**src/rtl/fse_pkg.sv**
```systemverilog
package fse_pkg;

  typedef enum logic [2:0] {
    ST_IDLE,
    ST_ERASE,
    ST_RD,
    ST_WAIT,
    ST_WR,
    ST_POST
  } fse_state_t;

  typedef enum logic [1:0] {
    OP_PROG,
    OP_SECT,
    OP_CHIP
  } fse_op_t;

  // erase bit chooses erase; whole bit only matters when erasing
  function automatic fse_op_t decode_op(input logic erase, input logic whole);
    if (!erase) return OP_PROG;
    return whole ? OP_CHIP : OP_SECT;
  endfunction

  // first word of the region an operation works on
  function automatic logic [31:0] region_start(input fse_op_t op,
                                               input logic [31:0] base,
                                               input logic [31:0] idx,
                                               input logic [31:0] page_words);
    if (op == OP_CHIP) return base;
    return base + idx * page_words;
  endfunction

  // index of the final word of the region
  function automatic logic [31:0] region_last(input fse_op_t op,
                                              input logic [31:0] page_words,
                                              input logic [31:0] sector_words,
                                              input logic [31:0] chip_words);
    case (op)
      OP_CHIP: return chip_words - 1;
      OP_SECT: return sector_words - 1;
      default: return page_words - 1;
    endcase
  endfunction

  function automatic logic [31:0] merge_word(input logic [31:0] old_w,
                                             input logic [31:0] buf_w);
    return old_w & buf_w;
  endfunction

endpackage

```
**src/rtl/fse_decode.sv**
```systemverilog
module fse_decode
  import fse_pkg::*;
#(
  parameter int STAT_W       = 32,
  parameter int ADDR_W       = 24,
  parameter int CNT_W        = 15,
  parameter int PEND_BIT     = 0,
  parameter int ERASE_BIT    = 1,
  parameter int WHOLE_BIT    = 2,
  parameter int IDX_LSB      = 16,
  parameter int PAGE_WORDS   = 32,
  parameter int SECTOR_WORDS = 4096,
  parameter int CHIP_WORDS   = 32768
) (
  input  logic [STAT_W-1:0] stat_q,
  input  logic [ADDR_W-1:0] save_base,
  output logic              pend_o,
  output fse_op_t           op_o,
  output logic [ADDR_W-1:0] start_o,
  output logic [CNT_W-1:0]  last_o
);
  localparam int IDX_W = STAT_W - IDX_LSB;

  logic [IDX_W-1:0] idx;
  logic [31:0]      start_full;
  logic [31:0]      last_full;
  logic             stat_unused;

  assign stat_unused = ^stat_q[IDX_LSB-1:0];
  assign pend_o      = stat_q[PEND_BIT];
  assign idx         = stat_q[STAT_W-1:IDX_LSB];
  assign op_o        = decode_op(stat_q[ERASE_BIT], stat_q[WHOLE_BIT]);

  assign start_full = region_start(op_o, 32'(save_base), 32'(idx), 32'(PAGE_WORDS));
  assign last_full  = region_last(op_o, 32'(PAGE_WORDS), 32'(SECTOR_WORDS), 32'(CHIP_WORDS));

  assign start_o = start_full[ADDR_W-1:0];
  assign last_o  = last_full[CNT_W-1:0];
endmodule

```
**src/rtl/fse_walker.sv**
```systemverilog
module fse_walker #(
  parameter int ADDR_W = 24,
  parameter int CNT_W  = 15
) (
  input  logic              clk,
  input  logic              rst_n,
  input  logic              load,
  input  logic              step,
  input  logic [ADDR_W-1:0] start_in,
  input  logic [CNT_W-1:0]  last_in,
  output logic [CNT_W-1:0]  cnt,
  output logic [ADDR_W-1:0] addr,
  output logic              at_last
);
  logic [ADDR_W-1:0] start_q;
  logic [CNT_W-1:0]  last_q;

  always_ff @(posedge clk or negedge rst_n) begin
    if (!rst_n) begin
      start_q <= '0;
      last_q  <= '0;
      cnt     <= '0;
    end else if (load) begin
      start_q <= start_in;
      last_q  <= last_in;
      cnt     <= '0;
    end else if (step) begin
      cnt <= cnt + 1'b1;
    end
  end

  generate
    if (CNT_W >= ADDR_W) begin : g_wide_cnt
      assign addr = start_q + cnt[ADDR_W-1:0];
    end else begin : g_narrow_cnt
      assign addr = start_q + {{(ADDR_W-CNT_W){1'b0}}, cnt};
    end
  endgenerate

  assign at_last = (cnt == last_q);
endmodule

```
**src/rtl/fse_ctrl.sv**
```systemverilog
module fse_ctrl
  import fse_pkg::*;
(
  input  logic       clk,
  input  logic       rst_n,
  input  logic       pend,
  input  fse_op_t    op_in,
  input  logic       at_last,
  input  logic       mem_ready,
  input  logic       mem_rvalid,
  output fse_state_t state,
  output fse_op_t    op_q,
  output logic       accept,
  output logic       step,
  output logic       capture,
  output logic       wr_accept,
  output logic       rd_accept
);
  fse_state_t state_d;

  assign accept    = (state == ST_IDLE) && pend;
  assign wr_accept = ((state == ST_ERASE) || (state == ST_WR)) && mem_ready;
  assign rd_accept = (state == ST_RD) && mem_ready;
  assign capture   = (state == ST_WAIT) && mem_rvalid;
  assign step      = wr_accept && !at_last;

  always_comb begin
    state_d = state;
    case (state)
      ST_IDLE:  if (pend) state_d = (op_in == OP_PROG) ? ST_RD : ST_ERASE;
      ST_ERASE: if (mem_ready && at_last) state_d = ST_POST;
      ST_RD:    if (mem_ready) state_d = ST_WAIT;
      ST_WAIT:  if (mem_rvalid) state_d = ST_WR;
      ST_WR:    if (mem_ready) state_d = at_last ? ST_POST : ST_RD;
      ST_POST:  state_d = ST_IDLE;
      default:  state_d = ST_IDLE;
    endcase
  end

  always_ff @(posedge clk or negedge rst_n) begin
    if (!rst_n) begin
      state <= ST_IDLE;
      op_q  <= OP_PROG;
    end else begin
      state <= state_d;
      if (accept) op_q <= op_in;
    end
  end
endmodule

```
**src/rtl/flash_save_engine.sv**
```systemverilog
module flash_save_engine
  import fse_pkg::*;
#(
  parameter int STAT_W       = 32,
  parameter int ADDR_W       = 24,
  parameter int DATA_W       = 32,
  parameter int PAGE_WORDS   = 32,
  parameter int SECTOR_WORDS = 4096,
  parameter int CHIP_WORDS   = 32768,
  parameter int PEND_BIT     = 0,
  parameter int ERASE_BIT    = 1,
  parameter int WHOLE_BIT    = 2,
  parameter int DONE_BIT     = 3,
  parameter int IDX_LSB      = 16
) (
  input  logic                         clk,
  input  logic                         rst_n,
  input  logic [STAT_W-1:0]            stat_q,
  input  logic [ADDR_W-1:0]            save_base,
  input  logic [PAGE_WORDS*DATA_W-1:0] page_buf,
  output logic                         stat_we,
  output logic [STAT_W-1:0]            stat_wd,
  output logic                         busy,
  output logic [ADDR_W-1:0]            mem_addr,
  output logic                         mem_we,
  output logic                         mem_re,
  output logic [DATA_W-1:0]            mem_wdata,
  input  logic [DATA_W-1:0]            mem_rdata,
  input  logic                         mem_rvalid,
  input  logic                         mem_ready
);
  localparam int MAX_WORDS = (CHIP_WORDS > SECTOR_WORDS) ?
                             ((CHIP_WORDS > PAGE_WORDS) ? CHIP_WORDS : PAGE_WORDS) :
                             ((SECTOR_WORDS > PAGE_WORDS) ? SECTOR_WORDS : PAGE_WORDS);
  localparam int CNT_W = (MAX_WORDS > 1) ? $clog2(MAX_WORDS) : 1;
  localparam int PG_W  = (PAGE_WORDS > 1) ? $clog2(PAGE_WORDS) : 1;
  localparam logic [STAT_W-1:0] DONE_CODE = STAT_W'(1) << DONE_BIT;

  // named internal events
  logic              dec_pend;
  fse_op_t           dec_op;
  logic [ADDR_W-1:0] dec_start;
  logic [CNT_W-1:0]  dec_last;
  fse_state_t        state;
  fse_op_t           op_q;
  logic              accept;
  logic              step;
  logic              capture;
  logic              wr_accept;
  logic              rd_accept;
  logic [CNT_W-1:0]  cnt;
  logic [ADDR_W-1:0] walk_addr;
  logic              at_last;
  logic              erase_active;
  logic              done_post;
  logic [DATA_W-1:0] page_word;
  logic [DATA_W-1:0] merged_q;
  logic [PG_W-1:0]   page_sel;

  fse_decode #(
    .STAT_W(STAT_W), .ADDR_W(ADDR_W), .CNT_W(CNT_W),
    .PEND_BIT(PEND_BIT), .ERASE_BIT(ERASE_BIT), .WHOLE_BIT(WHOLE_BIT),
    .IDX_LSB(IDX_LSB), .PAGE_WORDS(PAGE_WORDS),
    .SECTOR_WORDS(SECTOR_WORDS), .CHIP_WORDS(CHIP_WORDS)
  ) u_decode (
    .stat_q   (stat_q),
    .save_base(save_base),
    .pend_o   (dec_pend),
    .op_o     (dec_op),
    .start_o  (dec_start),
    .last_o   (dec_last)
  );

  fse_ctrl u_ctrl (
    .clk       (clk),
    .rst_n     (rst_n),
    .pend      (dec_pend),
    .op_in     (dec_op),
    .at_last   (at_last),
    .mem_ready (mem_ready),
    .mem_rvalid(mem_rvalid),
    .state     (state),
    .op_q      (op_q),
    .accept    (accept),
    .step      (step),
    .capture   (capture),
    .wr_accept (wr_accept),
    .rd_accept (rd_accept)
  );

  fse_walker #(.ADDR_W(ADDR_W), .CNT_W(CNT_W)) u_walker (
    .clk     (clk),
    .rst_n   (rst_n),
    .load    (accept),
    .step    (step),
    .start_in(dec_start),
    .last_in (dec_last),
    .cnt     (cnt),
    .addr    (walk_addr),
    .at_last (at_last)
  );

  assign page_sel  = cnt[PG_W-1:0];
  assign page_word = page_buf[page_sel*DATA_W +: DATA_W];

  always_ff @(posedge clk or negedge rst_n) begin
    if (!rst_n) merged_q <= '0;
    else if (capture) merged_q <= DATA_W'(merge_word(32'(mem_rdata), 32'(page_word)));
  end

  assign erase_active = (op_q != OP_PROG);
  assign done_post    = (state == ST_POST);

  assign busy      = (state != ST_IDLE);
  assign mem_we    = (state == ST_ERASE) || (state == ST_WR);
  assign mem_re    = (state == ST_RD);
  assign mem_addr  = walk_addr;
  assign mem_wdata = erase_active ? {DATA_W{1'b1}} : merged_q;
  assign stat_we   = done_post;
  assign stat_wd   = DONE_CODE;
endmodule

```
**config.mk**
```make
export PLATFORM = sky130hd
export DESIGN_NAME = flash_save_engine
export DESIGN_NICKNAME = d
export VERILOG_FILES = /design/src/rtl/fse_pkg.sv /design/src/rtl/fse_decode.sv /design/src/rtl/fse_walker.sv /design/src/rtl/fse_ctrl.sv /design/src/rtl/flash_save_engine.sv
export SDC_FILE = /design/constraint.sdc
export NUM_CORES = 1
export LEC_CHECK = 0
export BUFFER_PORTS_ARGS = -buffer_cell sky130_fd_sc_hd__buf_2
export CAP_MARGIN = 5
export CORE_AREA = 2 2 473 475
export CTS_CLUSTER_SIZE = 40
export DETAILED_ROUTE_END_ITERATION = 7
export DIE_AREA = 0 0 475 477
export GPL_TIMING_DRIVEN = 0
export SKIP_CTS_REPAIR_TIMING = 1
export SLEW_MARGIN = 0
export SYNTH_ARGS = -nofsm -noshare
export SYNTH_HDL_FRONTEND = slang
export SYNTH_HIERARCHICAL = 1
export SYNTH_SLANG_ARGS = --single-unit
```
**constraint.sdc**
```tcl
create_clock -name clk -period 6.19 [get_ports clk]
set_input_delay 1.238 -clock clk [delete_from_list [all_inputs] [get_ports clk]]
set_output_delay 1.238 -clock clk [all_outputs]
set_load 0.01 [all_outputs]
```
**After elaboration in Yosys (flattened, before gate mapping)**

Cells that the tools add are included.

- Add/sub/neg operators: 3
- Equality and inequality tests: 13
- Shift operators: 1
- Muxes and demuxes: 17
- Bitwise gates (word level): 1
- Reductions and logical operators: 13

Operators with widths:

| cell | count |
|---|---|
| 1024-bit by 11-bit indexed part select with 32-bit output | 1 |
| 24-bit 2-to-1 mux | 2 |
| 32-bit bitwise AND | 1 |
| 32-bit 2-to-1 mux | 1 |
| 15-bit 2-to-1 mux | 2 |
| 15-bit one-hot mux with 2 select lines | 1 |
| 24-bit by 15-bit adder with 24-bit output | 1 |
| 24-bit by 21-bit adder with 24-bit output | 1 |
| 3-bit 2-to-1 mux | 6 |
| 15-bit by 1-bit adder with 15-bit output, second input constant | 1 |
| 15-bit == test | 1 |
| 3-bit one-hot mux with 5 select lines | 1 |
| 3-bit by 2-bit == test with 1-bit output, second input constant | 2 |
| 3-bit == test, second input constant | 2 |
| 2-bit 2-to-1 mux | 3 |
| 2-bit inequality test, second input constant | 3 |
| 1-bit logical AND | 5 |
| 5-bit AND reduction | 1 |
| 2-bit by 1-bit inequality test with 1-bit output, second input constant | 2 |
| 2-bit nonzero test | 2 |
| 3-bit by 1-bit == test with 1-bit output, second input constant | 1 |
| 3-bit logical NOT | 1 |
| 3-bit nonzero test | 1 |
| 2-bit by 1-bit == test with 1-bit output, second input constant | 1 |
| other kinds (5) | 5 |

- Register bits: 91
- Bits of input ports: 1,116
- Output and inout bits: 92
- Logic and storage cells: 54

**Logic depth before layout (Yosys ltp)**

- Depth after elaboration: 6
- Gate-level depth with buffers: 10
- Mapped depth without buffers: 10

**Cells and area by module**

Netlist, hierarchy kept.

By module, submodules not included:

| module | times used | cells each | area an instance (µm²) | seq. area each (µm²) |
|---|---|---|---|---|
| flash_save_engine | 1 | 1,172 | 11,070.6 | 800.8 |
| fse_walker | 1 | 297 | 3,210.6 | 1,351.3 |
| fse_decode | 1 | 176 | 1,202.4 | 0.0 |
| fse_ctrl | 1 | 48 | 406.6 | 125.1 |

**Worst setup path after synthesis**

Ideal clock, no wire load.

- Path kind: register to output
- Start point: register u_walker.cnt[0]
- End point: output mem_addr[22]
- Arrival: 2.063 ns
- Data required time: 4.952 ns
- Setup slack: 2.889 ns
- Stages on the path, launching flop included: 9
- Path buffers: 0
- Cells stage by stage: dfrtp_1 > ha_1 > fa_1 > a21oi_1 > o21ai_1 > and3_1 > o2111ai_1 > a21oi_1 > xor2_1

- Longest elaborated chain between the ends: 1

RTL lines:

| element | line | text |
|---|---|---|
| start: declaration | fse_walker.sv:11 | `output logic [CNT_W-1:0] cnt,` |
| start signal: assignment | fse_walker.sv:28 | `cnt <= cnt + 1'b1;` |
| 24-bit by 15-bit adder with 24-bit output | fse_walker.sv:36 | `assign addr = start_q + {{(ADDR_W-CNT_W){1'b0}}, cnt};` |
| end: declaration | flash_save_engine.sv:24 | `output logic [ADDR_W-1:0] mem_addr,` |

Every way passes these cells.

**Worst setup path after layout**

- Start point: register u_walker.cnt[4]
- End point: output mem_addr[22]

The elaborated chain is that of the path after synthesis.

==> impl_metrics.toml <==
[detailed_routing]
vias_per_cell = 3.44
drt_iter0_markers = 1478
totalWireLength_microns = 183000
final_antenna_net_count = 0
wl_met1_microns = 70300
dr.max_layer_used = "met5"
wl_met3_microns = 16100
num_vias = 20600
wl_per_cell_microns = 30.5
dr.pass1.iters = 5
routed-wl-met2_microns = 88500
drc = 0

[min_path]
hp-class = "flop to flop"
worstHoldStart = "merged_q[11]"
whs_endpoint = "merged_q[11]"
min_path_cells = 2

[timing]
relSlewSlack_pct = 12.8
min_period_ns = 4.28
fin_crit_sh_pct = 69.2
fmax_mhz = 233
setup-tns-final_ns = 0
clock_skew_ns = 0.0117
finalSetupViolCount = 0
drv_slew = 0
rsz0062_at_grt = "no"
tightestPinTransition_ns = 1.27
finalHoldViolCount = 0

[global_routing]
antenna_found_initial = 169
grt_pass1_vias = 19600
grt_pass1_wl_microns = 218000
grt_use_total_pct = 15.3
grt-ovfl-total = 0
grt_start_max_net_pins = 65

[outcome]
status = "completed"

[placement]
globalplace.congestion = 0.959
port_buffers = 1156
hpwl_microns = 166000

[worst_setup_path]
reg2reg_from = "u_walker/cnt[2]"
r2r_end = "merged_q[29]"
r2r_setup_slack_ns = 2.02
start_kind = "flop"
path_class = "flop to primary output"
endpoint_kind = "primary output"
crit_path_max_fanout = 12
cp.arrival_ns = 3.05
ff2ff_path_depth = 8
worstPathRequired_ns = 4.95

[clock_tree]
cts_buffers = 9
htree_levels = 3
clk_path_buf_depth = 2
clock_latency_ns = 0.45
clkTransAtPathRegs_ns = 0.08
root_buffer = "clkbuf_16"
cts_tree = "yes"
clock_sinks = 91

[finish]
area_growth_pct = 65.8
drive_above_1_share_pct = 53.0
layout.nets = 4057

[logic_synthesis]
synthCells = 1692
synth_area_sq_um = 15900
syn_avg_cell_area_sq_um = 9.39
ys.warnings.count = 6

[die]
die_h_microns = 477
core_area_sq_um = 221000
start_util_pct = 7.17
dieArea_sq_um = 227000
placementRows = 173
io_pins = 1208
dieWidth_microns = 475

[power_and_ir_drop]
power_leakage_nw = 11.7
power_density_nw_per_um2 = 390
ir_worst_vdd_v = 0.000254
total_power_mw = 10.3

[job]
max_cap_violations = 0
==> worst max-delay path: stages (launching register included) <==
cell       delay (ns)
dfrtp_1          0.85
ha_1             0.39
a21oi_1          0.25
o21ai_1          0.14
and3_1           0.23
o2111ai_1        0.29
a21oi_1          0.14
xor2_1           0.16
buf_2            0.16
==> state kept, by name, indices dropped and copies added, names as in the netlist <==
register / flops
merged_q: 32
u_walker/start_q: 24
u_walker/cnt: 15
u_walker/last_q: 15
u_ctrl/state: 3
u_ctrl/op_q: 2
==> cell type report <==
type / count / area [sq um]
sequential: 91 / 2280
inverter: 41 / 154
antenna: 102 / 255
fill: 25800 / 195000
clock buffer: 9 / 225
clock inverter: 6 / 81.3
tap: 2975 / 3720
buffer: 205 / 1310
timing repair buffer: 1170 / 6000
multi-input combinational: 1389 / 12300
==> where the power goes <==
part	total, mW	internal [mW]	switching, mW
combinational	8.52	3.20	5.32
sequential	1.08	0.824	0.254
clock	0.670	0.321	0.348
==> through the flow <==
step | instance area (sq um) | utilization (%) | worst slack, ns | cells | hold slack (ns)
after floorplan | 16000 | - | 2.89 | 1726 | 0.472
after global placement | 25500 | 11.5 | 0.521 | 5857 | 0.488
after detailed placement | 25800 | 11.6 | 1.65 | 5870 | 0.493
after CTS | 26100 | 11.8 | 1.66 | 5885 | 0.511
after global routing | 26200 | 11.8 | 1.56 | 5950 | 0.539
final | 26300 | 11.9 | 1.91 | 5988 | 0.509
==> cells in the final DEF, fill, tap and decap left out, drive strengths merged, types with 5 or more instances in the layout <==
| cell | n |
|---|---|
| ha | 32 |
| nand4 | 9 |
| dfrtp | 91 |
| o21ai | 19 |
| or3 | 36 |
| inv | 44 |
| nand3 | 49 |
| o22ai | 34 |
| mux2i | 387 |
| o21bai | 8 |
| diode | 102 |
| xor2 | 28 |
| a221oi | 65 |
| a21o | 6 |
| nor2b | 9 |
| nand2 | 138 |
| nor2 | 52 |
| a22oi | 33 |
| a22o | 65 |
| o32ai | 34 |
| xnor2 | 36 |
| buf | 1309 |
| conb | 37 |
| and3 | 42 |
| nor3 | 7 |
| mux2 | 73 |
| nand2b | 5 |
| a21oi | 70 |
| o21a | 5 |
| clkbuf | 75 |
| mux4 | 64 |
==> how the worst max path moves through the flow <==
stage                               to  depth (start not counted)  slack (ns)            start
after global routing      mem_addr[22]                          8        1.56  u_walker/cnt[4]
after global placement    merged_q[29]                          8        0.52  u_walker/cnt[2]
after floorplan           mem_addr[22]                          8        2.89  u_walker/cnt[0]
after detailed placement  merged_q[29]                          9        1.65  u_walker/cnt[0]
after CTS                 merged_q[29]                          9        1.66  u_walker/cnt[0]
final                     mem_addr[22]                          8        1.91  u_walker/cnt[4]
==> routing by layer <==
metal	global-route usage (%)	up-vias
met1	17.7	9818
met5	0	-
met4	5.03	60
li1	-	8995
met3	4.70	331
met2	26.7	1422
Note: power is estimated with default switching activity, not from simulation.
